**config.mk**
```make
export PLATFORM = sky130hd
export DESIGN_NAME = addr_break_unit
export DESIGN_NICKNAME = d
export VERILOG_FILES = /design/src/rtl/abrk_pkg.sv /design/src/rtl/abrk_match.sv /design/src/rtl/abrk_channel.sv /design/src/rtl/addr_break_unit.sv
export SDC_FILE = /design/constraint.sdc
export NUM_CORES = 1
export LEC_CHECK = 0
export ABC_AREA = 0
export BUFFER_PORTS_ARGS = -buffer_cell sky130_fd_sc_hd__clkbuf_2
export CORE_MARGIN = 5
export CORE_UTILIZATION = 60
export CTS_BUF_LIST = sky130_fd_sc_hd__clkbuf_8
export DETAILED_ROUTE_END_ITERATION = 8
export PLACE_DENSITY = 0.85
export SYNTH_ARGS = -nofsm -noshare
export SYNTH_HDL_FRONTEND = slang
export SYNTH_SLANG_ARGS = --single-unit
export TNS_END_PERCENT = 10
```
**constraint.sdc**
```tcl
create_clock -name clk -period 1.9 [get_ports clk]
set_input_delay 0.19 -clock clk [delete_from_list [all_inputs] [get_ports clk]]
set_output_delay 0.19 -clock clk [all_outputs]
set_load 0.02 [all_outputs]
```
**src/rtl/abrk_pkg.sv**
```systemverilog
package abrk_pkg;

    localparam int NUM_CH      = 2;
    localparam int REG_AW      = 4;
    localparam int ADDR_STRIDE = 4;
    localparam logic [REG_AW-1:0] CTRL_BASE = 4'h8;

    typedef enum logic [1:0] {
        KIND_FETCH = 2'b00,
        KIND_READ  = 2'b01,
        KIND_WRITE = 2'b10,
        KIND_IDLE  = 2'b11
    } bus_kind_e;

    typedef enum logic [1:0] {
        SEL_FETCH = 2'b00,
        SEL_READ  = 2'b01,
        SEL_WRITE = 2'b10,
        SEL_DATA  = 2'b11
    } cyc_sel_e;

    // Bit order is software visible: flag at bit 7, enable at bit 0.
    typedef struct packed {
        logic       hit_flag;
        logic       any_master;
        logic [2:0] mask_code;
        cyc_sel_e   cyc_sel;
        logic       irq_en;
    } brk_ctrl_t;

    // Number of low address bits that do not take part in the compare.
    function automatic int ignored_bits(input logic [2:0] code);
        int n;
        case (code)
            3'd5:    n = 8;
            3'd6:    n = 12;
            3'd7:    n = 16;
            default: n = int'(code);
        endcase
        return n;
    endfunction

    function automatic logic kind_accepts(input cyc_sel_e sel, input bus_kind_e kind);
        logic ok;
        case (sel)
            SEL_FETCH: ok = (kind == KIND_FETCH);
            SEL_READ:  ok = (kind == KIND_READ);
            SEL_WRITE: ok = (kind == KIND_WRITE);
            default:   ok = (kind == KIND_READ) || (kind == KIND_WRITE);
        endcase
        return ok;
    endfunction

    function automatic logic master_accepts(input logic any_master, input logic from_dtc);
        return !from_dtc || any_master;
    endfunction

endpackage

```
**src/rtl/abrk_match.sv**
```systemverilog
module abrk_match
    import abrk_pkg::*;
#(
    parameter int ADDR_W = 24
) (
    input  logic              strobe,
    input  logic [ADDR_W-1:0] bus_addr,
    input  bus_kind_e         kind,
    input  logic              from_dtc,
    input  logic [ADDR_W-1:0] brk_addr,
    input  logic [2:0]        mask_code,
    input  cyc_sel_e          cyc_sel,
    input  logic              any_master,
    output logic              hit
);

    logic [ADDR_W-1:0] care;
    logic [ADDR_W-1:0] diff;
    int                n_ign;

    always_comb begin
        n_ign = ignored_bits(mask_code);
        for (int i = 0; i < ADDR_W; i++) begin
            care[i] = (i >= n_ign);
        end
        diff = (bus_addr ^ brk_addr) & care;
        hit  = strobe
            && (diff == '0)
            && kind_accepts(cyc_sel, kind)
            && master_accepts(any_master, from_dtc);
    end

endmodule

```
**src/rtl/abrk_channel.sv**
```systemverilog
module abrk_channel
    import abrk_pkg::*;
#(
    parameter int ADDR_W = 24,
    parameter int CH     = 0
) (
    input  logic                         clk,
    input  logic                         rst,
    input  logic                         reg_wr,
    input  logic                         reg_rd,
    input  logic [REG_AW-1:0]            reg_addr,
    input  logic [7:0]                   reg_wdata,
    input  logic                         bus_valid,
    input  logic [ADDR_W-1:0]            bus_addr,
    input  bus_kind_e                    bus_kind,
    input  logic                         bus_dtc,
    output logic [((ADDR_W+7)/8)*8-1:0]  addr_store,
    output brk_ctrl_t                    ctrl_q,
    output logic                         hit
);

    localparam int ADDR_BYTES = (ADDR_W + 7) / 8;
    localparam logic [REG_AW-1:0] CTRL_OFF = CTRL_BASE + REG_AW'(CH);
    localparam logic [REG_AW-1:0] ADDR_OFF = REG_AW'(CH * ADDR_STRIDE);

    logic       flag_q;
    logic       armed_q;
    logic       any_master_q;
    logic [2:0] mask_code_q;
    cyc_sel_e   cyc_sel_q;
    logic       irq_en_q;

    logic wr_ctrl;
    logic rd_ctrl;
    logic clear_ok;

    assign wr_ctrl  = reg_wr && (reg_addr == CTRL_OFF);
    assign rd_ctrl  = reg_rd && (reg_addr == CTRL_OFF);
    assign clear_ok = wr_ctrl && armed_q && !reg_wdata[7];

    // Break address bytes, one register per byte lane.
    for (genvar k = 0; k < ADDR_BYTES; k++) begin : g_byte
        localparam logic [REG_AW-1:0] BYTE_OFF = ADDR_OFF + REG_AW'(k);
        always_ff @(posedge clk) begin
            if (rst) begin
                addr_store[k*8 +: 8] <= '0;
            end else if (reg_wr && (reg_addr == BYTE_OFF)) begin
                addr_store[k*8 +: 8] <= reg_wdata;
            end
        end
    end

    // Writable control fields.
    always_ff @(posedge clk) begin
        if (rst) begin
            any_master_q <= 1'b0;
            mask_code_q  <= 3'd0;
            cyc_sel_q    <= SEL_FETCH;
            irq_en_q     <= 1'b0;
        end else if (wr_ctrl) begin
            any_master_q <= reg_wdata[6];
            mask_code_q  <= reg_wdata[5:3];
            cyc_sel_q    <= cyc_sel_e'(reg_wdata[2:1]);
            irq_en_q     <= reg_wdata[0];
        end
    end

    // Sticky flag with read-before-clear permission; a new match wins.
    always_ff @(posedge clk) begin
        if (rst) begin
            flag_q  <= 1'b0;
            armed_q <= 1'b0;
        end else begin
            if (hit) begin
                flag_q <= 1'b1;
            end else if (clear_ok) begin
                flag_q <= 1'b0;
            end
            if (rd_ctrl && flag_q) begin
                armed_q <= 1'b1;
            end else if (wr_ctrl) begin
                armed_q <= 1'b0;
            end
        end
    end

    always_comb begin
        ctrl_q.hit_flag   = flag_q;
        ctrl_q.any_master = any_master_q;
        ctrl_q.mask_code  = mask_code_q;
        ctrl_q.cyc_sel    = cyc_sel_q;
        ctrl_q.irq_en     = irq_en_q;
    end

    abrk_match #(.ADDR_W(ADDR_W)) u_match (
        .strobe     (bus_valid),
        .bus_addr   (bus_addr),
        .kind       (bus_kind),
        .from_dtc   (bus_dtc),
        .brk_addr   (addr_store[ADDR_W-1:0]),
        .mask_code  (mask_code_q),
        .cyc_sel    (cyc_sel_q),
        .any_master (any_master_q),
        .hit        (hit)
    );

endmodule

```
**src/rtl/addr_break_unit.sv**
```systemverilog
module addr_break_unit
    import abrk_pkg::*;
#(
    parameter int ADDR_W = 24
) (
    input  logic              clk,
    input  logic              rst,
    input  logic              reg_wr,
    input  logic              reg_rd,
    input  logic [3:0]        reg_addr,
    input  logic [7:0]        reg_wdata,
    output logic [7:0]        reg_rdata,
    input  logic              bus_valid,
    input  logic [ADDR_W-1:0] bus_addr,
    input  logic [1:0]        bus_kind,
    input  logic              bus_dtc,
    output logic              brk_irq
);

    localparam int ADDR_BYTES = (ADDR_W + 7) / 8;

    logic [ADDR_BYTES*8-1:0] addr_store [NUM_CH];
    brk_ctrl_t               ctrl_q     [NUM_CH];
    logic [NUM_CH-1:0]       hit_v;
    logic [NUM_CH-1:0]       flag_v;
    logic [NUM_CH-1:0]       ie_v;
    bus_kind_e               kind_e;

    assign kind_e = bus_kind_e'(bus_kind);

    for (genvar c = 0; c < NUM_CH; c++) begin : g_ch
        abrk_channel #(.ADDR_W(ADDR_W), .CH(c)) u_ch (
            .clk        (clk),
            .rst        (rst),
            .reg_wr     (reg_wr),
            .reg_rd     (reg_rd),
            .reg_addr   (reg_addr),
            .reg_wdata  (reg_wdata),
            .bus_valid  (bus_valid),
            .bus_addr   (bus_addr),
            .bus_kind   (kind_e),
            .bus_dtc    (bus_dtc),
            .addr_store (addr_store[c]),
            .ctrl_q     (ctrl_q[c]),
            .hit        (hit_v[c])
        );
        assign flag_v[c] = ctrl_q[c].hit_flag;
        assign ie_v[c]   = ctrl_q[c].irq_en;
    end

    // Read path: address bytes per channel stride, control bytes at CTRL_BASE.
    always_comb begin
        reg_rdata = 8'h00;
        for (int c = 0; c < NUM_CH; c++) begin
            for (int k = 0; k < ADDR_BYTES; k++) begin
                if (reg_addr == REG_AW'(c * ADDR_STRIDE + k)) begin
                    reg_rdata = addr_store[c][k*8 +: 8];
                end
            end
            if (reg_addr == CTRL_BASE + REG_AW'(c)) begin
                reg_rdata = ctrl_q[c];
            end
        end
    end

    assign brk_irq = |(flag_v & ie_v);

endmodule

```
# Yosys cells after proc, flatten, opt, wreduce, memory -nomap -nowiden
# Cells that the tools add are included.
[op_classes] order_cmp=48 n_eq_ne=19 mux=20 n_bitwise=5 n_reduce_logical=38
[ops] operator="$ge A5 B32 Y1 const A" count=16
[ops] operator="$ge A6 B32 Y1 const A" count=16
[ops] operator="$ge A4 B32 Y1 const A" count=8
[ops] operator="$ge A3 B32 Y1 const A" count=4
[ops] operator="$ge A2 B32 Y1 const A" count=2
[ops] operator="$mux W8" count=8
[ops] operator="$and A24 B24 Y24" count=2
[ops] operator="$logic_not A24 Y1" count=2
[ops] operator="$xor A24 B24 Y24" count=2
[ops] operator="$pmux W5 S3" count=2
[ops] operator="$logic_and A1 B1 Y1" count=22
[ops] operator="$eq A3 B3 Y1 const B" count=6
[ops] operator="$eq A4 B3 Y1 const B" count=3
[ops] operator="$ge A1 B5 Y1 const A" count=2
[ops] operator="$eq A4 B4 Y1 const B" count=2
[ops] operator="$mux W1" count=8
[ops] operator="$reduce_bool A2 Y1" count=4
[ops] operator="$eq A2 B1 Y1 const B" count=3
[ops] operator="$eq A2 B2 Y1 const B" count=3
[ops] operator="$logic_not A2 Y1" count=3
[ops] operator="$pmux W1 S3" count=2
[ops] operator="$eq A4 B1 Y1 const B" count=1
[ops] operator="$eq A4 B2 Y1 const B" count=1
[ops] operator="$logic_not A4 Y1" count=1
[ops] operator="other kinds (4)" count=7
[word_totals] ff_bits=66 inputBits=44 output_inout_bits=9 wordCells=148

# Longest topological paths before layout
# Gate-level depths: netlist of the first run.
[logic_depth] ltp_word=9 ltp_mapped=8 mapped_depth_nobuf=6

# Modules after synthesis
# From an unflattened synthesis of the first run, not the netlist that was laid out.
[unflattened] cells_unflattened=463 area_unflattened_um2=4161.5
[by_module_without_submodules] mod="abrk_channel (g_ch[0].u_ch)" instances=1 cells_per_inst=129 area_each_um2=1317.5 seq_area_each_um2=660.6
[by_module_without_submodules] mod="abrk_channel (g_ch[1].u_ch)" instances=1 cells_per_inst=128 area_each_um2=1306.3 seq_area_each_um2=660.6
[by_module_without_submodules] mod="abrk_match" instances=2 cells_per_inst=47 area_each_um2=417.9 seq_area_each_um2=0.0
[by_module_without_submodules] mod="addr_break_unit" instances=1 cells_per_inst=112 area_each_um2=701.9 seq_area_each_um2=0.0

# Worst setup path after synthesis of the first run
# OpenSTA, ideal clock, no wires.
[synth_path] path_kind="input to output" startpoint="input port reg_addr[1]" endpoint="output port reg_rdata[0]" arrival_ns=1.478 required_time_ns=1.710 slack_ns=0.232 path_stages=8 path_buffers=3 path_cell_list="buf_6 -> nor2b_1 -> buf_2 -> and2_1 -> buf_4 -> a222oi_1 -> o22a_1 -> o21ai_1"
[synth_between] elab_chain_len=9 elab_cells_between_ends=16 cone_classes="eq/ne: 7; mux: 8; reduce/logical: 1"
[synth_rtl] item="start: declaration" line_no="addr_break_unit.sv:10" rtl="input logic [3:0] reg_addr,"
[synth_rtl] item="$logic_not A4 Y1" line_no="addr_break_unit.sv:56" rtl="if (reg_addr == REG_AW'(c * ADDR_STRIDE + k)) begin"
[synth_rtl] item="$mux W8 (3 in a row)" line_no="addr_break_unit.sv:56"
[synth_rtl] item="$mux W8" line_no="addr_break_unit.sv:60" rtl="if (reg_addr == CTRL_BASE + REG_AW'(c)) begin"
[synth_rtl] item="$mux W8 (3 in a row)" line_no="addr_break_unit.sv:56"
[synth_rtl] item="$mux W8 (*)" line_no="addr_break_unit.sv:60"
[synth_rtl] item="end: declaration" line_no="addr_break_unit.sv:12" rtl="output logic [7:0] reg_rdata,"
# Mark *: on every way between the ends. The rest lies on a longest branch, timed or not.

# Worst setup path in the final report of the first run
[layout_path] startpoint="register g_ch[0].u_ch.addr_store[18]" endpoint="output port reg_rdata[2]"
[layout_between] elab_chain_len=6
[layout_rtl] item="start: declaration" line_no="abrk_channel.sv:17" rtl="output logic [((ADDR_W+7)/8)*8-1:0] addr_store,"
[layout_rtl] item="start signal: indexed assignment" line_no="abrk_channel.sv:48" rtl="addr_store[k*8 +: 8] <= reg_wdata;"
[layout_rtl] item="$mux W8" line_no="addr_break_unit.sv:56"
[layout_rtl] item="$mux W8" line_no="addr_break_unit.sv:60"
[layout_rtl] item="$mux W8 (3 in a row)" line_no="addr_break_unit.sv:56"
[layout_rtl] item="$mux W8" line_no="addr_break_unit.sv:60"
# Every way passes these cells.

==> results of run 1 <==
[cell usage in the layout (no fill, tap or decap), drive strengths merged, types with 2 or more instances in the layout]
cell type	Yosys	layout
xnor2	35	35
a21o	8	8
nand3	21	21
xor2	13	13
nand4	7	7
mux2	8	8
and2	3	3
dfxtp	66	66
nor3	2	2
nor4	3	3
a222oi	8	8
ha	3	3
a21oi	44	44
mux2i	39	39
nor2	51	51
o22a	8	8
o21ai	20	20
mux4	2	2
a211oi	2	2
nand2	38	38
clkinv	0	3
nor2b	6	6
bufinv	0	2
nand2b	4	4
clkbuf	15	60
inv	8	10
buf	17	25
[routing by layer]
| layer | global-route usage (%) | part of all wire, % |
|---|---|---|
| met2 | 49.9 | 46 |
| met5 | 0 | 0 |
| met1 | 43.1 | 40 |
| met3 | 6.45 | 9.0 |
| met4 | 16.8 | 4.7 |
[where the power goes]
part	total (mW)	leakage (nW)	internal (mW)	switching [mW]
clock	1.29	0.116	0.727	0.564
sequential	1.42	0.538	1.40	0.0207
combinational	0.422	1.24	0.170	0.252
[final cells by class]
type,instances,share of cell area (%)
Multi-Input combinational cell,339,51.7
Sequential cell,66,30.2
Timing Repair Buffer,76,10.5
Clock buffer,9,2.80
Tap cell,77,2.18
Clock inverter,7,1.95
Inverter,8,0.679
[cell families after synthesis]
family                   Yosys count
buffers and inverters             40
XOR/XNOR                          48
flip-flops                        66
adder cells (fa/ha/maj)            3
multiplexers                      49
AO/OA/AOI/OAI                    101
AND/OR/NAND/NOR                  138
[worst register-to-register path, cell delays in order (launching register included)]
cell and delay (ns):
dfxtp_1 0.34, xor2_1 0.17, nor4_2 0.29, a31oi_1 0.06, or4_1 0.54, o31ai_1 0.23
[registers in the layout, indices dropped and copies added, names as in the netlist]
name,flops
g_ch.u_ch.any_master_q,2
g_ch.u_ch.mask_code_q,6
g_ch.u_ch.flag_q,2
g_ch.u_ch.addr_store,48
g_ch.u_ch.irq_en_q,2
g_ch.u_ch.armed_q,2
g_ch.u_ch.cyc_sel_q,4
[through the flow]
stage / instances / setup slack (ns)
2_1_floorplan: 445 / 0.232
3_3_place_gp: 564 / 0.0698
3_5_place_dp: 564 / 0.0985
4_1_cts: 582 / -0.0314
5_1_grt: 582 / -0.109
6_report: 582 / -0.0347
[what timing repair did]
action / 4_1_cts / 5_1_grt
gates resized for setup: 16 / 1
endpoints found under the setup margin: 8 / 8
pin swaps: 15 / 0
setup buffers: 2 / 0
[cells in the mapped netlist, types with 2 or more instances]
cell type   n  area (sq um)
a211oi_1    2          15.0
a21o_1      8          60.1
a21oi_1    44           220
a222oi_1    8          80.1
and2_1      3          18.8
buf_2      10          50.1
buf_4       4          30.0
buf_6       2          22.5
clkbuf_1   15          56.3
dfxtp_1    66          1320
ha_1        3          37.5
inv_1       8          30.0
mux2_2      8          90.1
mux2i_1    39           390
nand2_1    37           139
nand2b_1    4          25.0
nand3_1    19          95.1
nand3_2     2          20.0
nand4_1     7          43.8
nor2_1     50           188
nor2b_1     6          37.5
nor3_1      2          10.0
o21ai_0    12          60.1
o21ai_1     8          40.0
o22a_1      8          70.1
xnor2_1    35           307
xor2_1     13           114
[worst min-delay path by stage]
stage	from	to	slack (ns)	cells past startpoint
after global placement	g_ch[0].u_ch.armed_q	g_ch[0].u_ch.armed_q	0.44	2
after detailed placement	g_ch[0].u_ch.armed_q	g_ch[0].u_ch.armed_q	0.46	2
after floorplan	reg_wdata[7]	g_ch[1].u_ch.addr_store[15]	0.33	2
after CTS	reg_rd	g_ch[1].u_ch.armed_q	0.1	3
after global routing	reg_rd	g_ch[1].u_ch.armed_q	0.10	3
final	reg_rd	g_ch[1].u_ch.armed_q	0.11	3
==> reports/results.txt, run 1 <==
Vias in the first global route: 3,396
Flop2flop setup slack: 0.18 ns
Global-route wire length before repair: 18,800 um
Worst setup SP type: flop
Setup crit start: g_ch[0].u_ch.addr_store[18]
Die area: 8010 sq um
Routed wire length: 12,300 um
Simple-gate share of the synthesized area: 17.2%
Layout net count: 547
CP required: 1.71 ns
Drt drc: 0
Mapped Area: 3790 sq um
Final Setup Violations: 6
Delay-heaviest family, CP: compound AO/OA/AOI/OAI gates
CP max stage delay: 0.35 ns
Failing checks: negative setup slack
Placed Instance Area: 4160 sq um
Final ANT Viol Nets: 0
Worst Reg2Reg Path Length in Cells: 5
Final slew viol count: 0
XOR/XNOR Fraction of Synth Area: 11.1%
Largest family of logic cells by synthesized area: simple AND/OR/NAND/NOR gates
Die height: 89.5 um
Setup TNS: -0.153 ns
Routed length per instance: 21.2 um
Layout cells sized above 1: 23.0%
CTS Buf Count: 9
Router iterations before antenna repair: 5
Fin. Hold Viols: 0
Antenna cell count: 0
Levels on crit path: 5
Sink Count: 66
Syn Area/Cell: 8.52 sq um
Max cap viols: 0
Tot Pwr: 3.13 mW
P_leak: 1.89 nW
Max IR drop VDD: 0.000616 V
Row count: 29
Max-slew headroom: 57.3%
Initial antenna violation count: 0
Gr usage total: 32.5%
Async S/R FF share, synth: 0%
Top_reg_cell synth: dfxtp_1
Starting Density: 60.8%
DR iter-0 viols: 485
WP buf/inv: 1
Layout Area Growth over Synthesis: 16.6%
Placer Congestion: 1.01
Crit Path Max Fanout: 3
Cell area after layout: 4420 sq um
Reg2Reg Capture Point: g_ch[0].u_ch.flag_q
Vias per cell: 6.34
Crit share post-route: 102%
PortBufs: 52
Final HPWL DP: 9080 um
WS Path Type: reg2out
Multiplexer area fraction after synthesis: 14.0%
Skew-Pair Late Insertion Delay: 0.36 ns
Chip width: 89.5 um
Boundary pin count: 53
Worst R2R Start: g_ch[0].u_ch.addr_store[13]
Min Tclk post-route: 1.93 ns
Post-synthesis sequential element count: 66
Setup WS post-layout: -0.0347 ns
Class of the worst hold path: in2reg
EDFF count, synth: 0
Max Fclk: 517 MHz
Core area: 6240 sq um
Largest net degree at the start of global routing: 65
CTS Hold Bufs: 0
GRT overflow: 0
Fill cells: 524
Fin Hold WS: 0.112 ns
Post-Synth Adder-Cell Area: 0.990%
Final Util: 70.9%
CP endpoint kind: output pin
RSZ-0062 raised after global routing: yes
Worst-path clk slew: 0.08 ns
TritonCTS clock tree: done
Layout Skew: 0.00651 ns
Yosys cell types: 49
Post-synthesis cell count: 445
Footprint of the multi-input gates: 2290 sq um
Register area share after synthesis: 34.8%
Crit-path cells: mux2_2, a222oi_1, o22a_1, o21ai_1, buf_2
Synth Area in Compound Gates: 16.9%
Pwr Density: 708 nW/um^2
CTS Buffer Depth: 2
Critical path capture point: reg_rdata[2]
H-tree depth: 3
Mapped Nets: 492
Via count: 3,687
Outcome: finished, violations left
Critical path's slowest cell: dfxtp_2
Slew @ Worst Pin: 0.641 ns
Worst path arrival time: 1.74 ns
Seq. cell area: 1340 sq um
CTS Root Cell: clkbuf_8
Synth warn: 0
No activity file was read; power rests on OpenSTA's default activity.
==> run 2: changes to the inputs <==
Settings changed: PLACE_DENSITY 0.85 to not set, PLACE_DENSITY_LB_ADDON set to 0.3.
==> run 2 against run 1 <==
  * The flow still finishes with violations (negative setup slack)
  * Via count decreased by 1.1%
  * Clock power is 6% lower
  * Largest power group unchanged
  * Global-route usage is 1.3 points lower
  * Highest routed layer unchanged
  * Worst hold slack barely moved
  * Critical path depth stayed put
  * Utilization decreased by 0.12 points
==> reports/results.txt, run 2 (synthesis results as in run 1) <==
Placer Congestion: 1.03
Worst-path clk slew: 0.08 ns
Vias in the first global route: 3,362
DR iter-0 viols: 428
Boundary pin count: 53
CP endpoint kind: output pin
Fin Hold WS: 0.111 ns
Hold endpoint: g_ch[1].u_ch.armed_q
Router iterations before antenna repair: 6
Top Registers: g_ch.u_ch.addr_store x48, g_ch.u_ch.mask_code_q x6, g_ch.u_ch.cyc_sel_q x4
Commonest non-fill, non-tap cells in the layout: 56 x dfxtp_1, 50 x nor2_1, 48 x clkbuf_2, 44 x a21oi_1, 39 x mux2i_1
Commonest non-fill, non-tap cell in the layout: dfxtp_1
Flop2flop setup slack: 0.24 ns
Skew-Pair Late Insertion Delay: 0.34 ns
Chip width: 89.5 um
Final non-filler cell total: 582
Slew @ Worst Pin: 0.656 ns
Layout net count: 547
Core area: 6240 sq um
Cells on Worst Hold Path: 3
Largest net degree at the start of global routing: 65
Setup WS post-layout: -0.0810 ns
Gr usage total: 31.1%
Die area: 8010 sq um
Class of the worst hold path: in2reg
Global-route wire length before repair: 18,200 um
Die height: 89.5 um
GRT overflow: 0
Layout cells sized above 1: 23.4%
Drt drc: 0
Fin. Hold Viols: 0
Via count: 3,647
Antenna cell count: 0
Outcome: finished, violations left
Most flops, register: g_ch.u_ch.addr_store
Fill cells: 531
Reg2Reg Capture Point: g_ch[0].u_ch.flag_q
TritonCTS clock tree: done
Place WS: 0.0638 ns
CP max stage delay: 0.35 ns
Seq. cell area: 1330 sq um
Routed length per instance: 20.6 um
Worst path arrival time: 1.79 ns
Layout Skew: 0.00734 ns
Final ANT Viol Nets: 0
CP required: 1.71 ns
Post-Place Cells: 565
Crit-path cells: mux2_2, a222oi_1, o22a_1, o21ai_1, clkbuf_4
P_leak: 1.88 nW
Max reg flops: 48
Pwr Density: 690 nW/um^2
WS Path Type: reg2out
Max Fclk: 505 MHz
PortBufs: 52
Worst setup SP type: flop
Vias per cell: 6.27
Footprint of the multi-input gates: 2290 sq um
Starting Density: 60.8%
Crit Path Max Fanout: 3
Layout Area Growth over Synthesis: 16.4%
Worst R2R Start: g_ch[0].u_ch.addr_store[13]
Critical path's slowest cell: dfxtp_2
CTS Root Cell: clkbuf_8
Crit share post-route: 104%
Row count: 29
Initial antenna violation count: 0
Sink Count: 66
RSZ-0062 raised after global routing: yes
CTS Hold Bufs: 0
Max cap viols: 0
Routed wire length: 12,000 um
Max IR drop VDD: 0.000507 V
Min Tclk post-route: 1.98 ns
Final HPWL DP: 9040 um
Max-slew headroom: 56.3%
CTS Buf Count: 9
Final Setup Violations: 4
CTS Buffer Depth: 2
Worst Reg2Reg Path Length in Cells: 5
Hold Path Origin: reg_rd
Final slew viol count: 0
Failing checks: negative setup slack
H-tree depth: 3
-- run 2: cell type report --
cell class,count,share of cell area [%]
Clock inverter,6,1.47
Inverter,8,0.680
Tap cell,77,2.18
Sequential cell,66,30.2
Clock buffer,10,3.12
Multi-Input combinational cell,339,51.8
Timing Repair Buffer,76,10.6
-- run 2: power breakdown --
part	internal, mW	switching, mW	total [mW]	leakage (nW)
registers	1.40	0.0206	1.42	0.538
logic	0.170	0.248	0.419	1.24
clock network	0.644	0.566	1.21	0.103
total	2.21	0.834	3.05	1.88
-- run 2: what timing repair did --
item / in CTS / in global routing
setup buffers: 1 / 0
gates cloned: 0 / 0
gates resized for setup: 13 / 5
hold endpoints to repair: 0 / 0
pin swaps: 16 / 2
endpoints found under the setup margin: 8 / 8
-- run 2: critical path: cells and delay by family (launching register included) --
kind,cells,cell delay [ns]
compound gates,3,0.66
buf+inv,1,0.16
mux,1,0.27
flops,1,0.35
-- run 2: per-stage QoR --
step           power [mW]  util [%]  TNS [ns]  cell area [sq um]
2_1_floorplan        1.69         -         0               3790
3_3_place_gp         1.85      66.8         0               4170
3_5_place_dp         1.86      66.8         0               4170
4_1_cts              3.05      70.6   -0.0256               4410
5_1_grt              3.16      70.7    -0.511               4420
6_report             3.05      70.7    -0.134               4420
-- run 2: worst max path at each step --
| stage | startpoint | end | slack [ns] | cells after the start |
|---|---|---|---|---|
| 4_1_cts | g_ch[0].u_ch.addr_store[22] | reg_rdata[6] | -0.009 | 5 |
| 3_5_place_dp | reg_addr[1] | reg_rdata[5] | 0.06 | 7 |
| 2_1_floorplan | reg_addr[1] | reg_rdata[0] | 0.23 | 8 |
| 6_report | g_ch[0].u_ch.addr_store[23] | reg_rdata[7] | -0.08 | 5 |
| 3_3_place_gp | reg_addr[0] | g_ch[0].u_ch.flag_q | 0.08 | 7 |
| 5_1_grt | g_ch[0].u_ch.addr_store[20] | reg_rdata[4] | -0.08 | 5 |
-- run 2: routing by layer --
layer | wire length (um) | global-route usage [%]
met1 | 4810 | 42.3
met2 | 5450 | 47.0
met3 | 1080 | 5.16
met4 | 624 | 16.8
met5 | 0 | 0
==> run 3: changes to the inputs <==
Settings changed: BUFFER_PORTS_ARGS -buffer_cell sky130_fd_sc_hd__clkbuf_2 to -buffer_cell sky130_fd_sc_hd__buf_2.
==> run 3 against run 2 <==
  * The run still ends with negative setup slack left
  * Total power rose by 3.1%
  * Non-clock buffer count fell by 2
  * Worst setup slack improved by 0.079 ns
  * Sequential share of layout area rose by 0.16 points
  * Critical path depth did not move
  * Cell area barely moved
  * Register-to-register slack got worse by 0.17 ns
  * Worst hold slack improved by 0.041 ns
  * Sequential power barely moved
  * Global-route usage rose by 1.4 points
  * Utilization barely moved
  * Maximum frequency rose by 4.2%
==> reports/results.txt, run 3 (synthesis results as in run 1) <==
Worst path arrival time: 1.71 ns
CTS Root Cell: clkbuf_8
Layout Skew: 0.00827 ns
Most flops, register: g_ch.u_ch.addr_store
Die height: 89.5 um
GRT overflow: 0
Placer Congestion: 1.07
Fin. Hold Viols: 0
Sink Count: 66
Core area: 6240 sq um
Crit Path Max Fanout: 3
Pwr Density: 712 nW/um^2
WS Path Type: reg2out
RSZ-0062 raised after global routing: yes
CP required: 1.71 ns
Final Util: 70.8%
P_leak: 1.88 nW
Slew @ Worst Pin: 0.669 ns
Vias in the first global route: 3,480
PortBufs: 52
Setup WS post-layout: -0.00208 ns
DR iter-0 viols: 445
Vias per cell: 6.31
Worst-path clk slew: 0.07 ns
Crit share post-route: 100%
Drt drc: 0
CP max stage delay: 0.35 ns
Largest net degree at the start of global routing: 65
CTS Buf Count: 9
Routed length per instance: 21.1 um
Max IR drop VDD: 0.000510 V
H-tree depth: 3
Gr usage total: 32.5%
Worst setup SP type: flop
Starting Density: 60.8%
Min Tclk post-route: 1.90 ns
Final Setup Violations: 1
Routed wire length: 12,200 um
Via count: 3,653
Post-Place Cells: 562
Final slew viol count: 0
CTS Buffer Depth: 2
Fin Hold WS: 0.153 ns
Commonest non-fill, non-tap cells in the layout: 50 x dfxtp_1, 49 x nor2_1, 49 x buf_2, 44 x a21oi_1, 39 x mux2i_1
Die area: 8010 sq um
Final non-filler cell total: 579
Max Fclk: 526 MHz
CTS Hold Bufs: 0
Antenna cell count: 0
Initial antenna violation count: 0
Tot Pwr: 3.14 mW
Max-slew headroom: 55.4%
Router iterations before antenna repair: 5
Max reg flops: 48
Commonest non-fill, non-tap cell in the layout: dfxtp_1
Layout net count: 545
Row count: 29
Outcome: finished, violations left
Chip width: 89.5 um
Global-route wire length before repair: 19,100 um
Failing checks: negative setup slack
Final ANT Viol Nets: 0
Critical path's slowest cell: dfxtp_2
Layout cells sized above 1: 24.5%
Layout Area Growth over Synthesis: 16.5%
Skew-Pair Late Insertion Delay: 0.35 ns
Max cap viols: 0
Final HPWL DP: 9160 um
TritonCTS clock tree: done
Class of the worst hold path: in2reg
CP endpoint kind: output pin
Boundary pin count: 53
Top Registers: g_ch.u_ch.addr_store x48, g_ch.u_ch.mask_code_q x6, g_ch.u_ch.cyc_sel_q x4
Crit-path cells: mux2_2, a222oi_1, o22a_1, o21ai_1, buf_2
-- run 3: cell types whose count changed in the layout (fill, tap and decap cells not counted), moves of 2 or more --
cell      delta
clkbuf_2    -48
clkbuf_8     +3
dfxtp_1      -6
buf_2       +48
clkinv_2     -2
dfxtp_2      +6
-- run 3: where the power goes --
part | leakage, nW | switching (mW) | internal, mW
sequential | 0.541 | 0.0209 | 1.40
combinational | 1.22 | 0.248 | 0.163
clock | 0.115 | 0.532 | 0.779
total | 1.88 | 0.800 | 2.34
-- run 3: worst paths after layout --
| path | startpoint | endpoint | slack, ns | cells past startpoint |
|---|---|---|---|---|
| max | g_ch[0].u_ch.addr_store[21] | reg_rdata[5] | -0.002 | 5 |
| min | reg_rd | g_ch[1].u_ch.armed_q | 0.15 | 3 |
| max reg2reg | g_ch[0].u_ch.addr_store[13] | g_ch[0].u_ch.flag_q | 0.07 | 5 |
| min reg2reg | g_ch[0].u_ch.armed_q | g_ch[0].u_ch.armed_q | 0.48 | 2 |
-- run 3: cell type report --
| class | instances | area (sq um) |
|---|---|---|
| clock buffer | 14 | 193 |
| clock inverter | 1 | 30.0 |
| fill | 522 | 1820 |
| inverter | 8 | 30.0 |
| multi-input combinational | 339 | 2290 |
| sequential | 66 | 1340 |
| tap | 77 | 96.3 |
| timing repair buffer | 74 | 437 |
-- run 3: worst max-delay path: cells and delay by family (launching register included) --
family	cells	cell delay [ns]
compound gates	3	0.58
flops	1	0.35
mux	1	0.26
buf+inv	1	0.17
-- run 3: per-layer routing --
metal  vias up  global-route usage [%]  share of wire, %
met1      1731                    43.9                41
li1       1669                       -                 -
met4         0                    14.2               3.5
met5         -                       0                 0
met2       208                    51.0                47
met3        45                    5.35               8.8
-- run 3: timing repair --
item                                    4_1_cts  5_1_grt
setup buffers                                 0        2
endpoints found under the setup margin        7        8
resized for setup                             4       20
pin swaps                                     6       16
-- run 3: metrics by stage --
step	cell area [sq um]	setup TNS, ns	worst slack (ns)
after floorplan	3790	0	0.232
after global placement	4140	0	0.0493
after detailed placement	4140	0	0.00722
after CTS	4360	0	0.00166
after global routing	4420	-0.241	-0.0505
final	4420	-0.00208	-0.00208
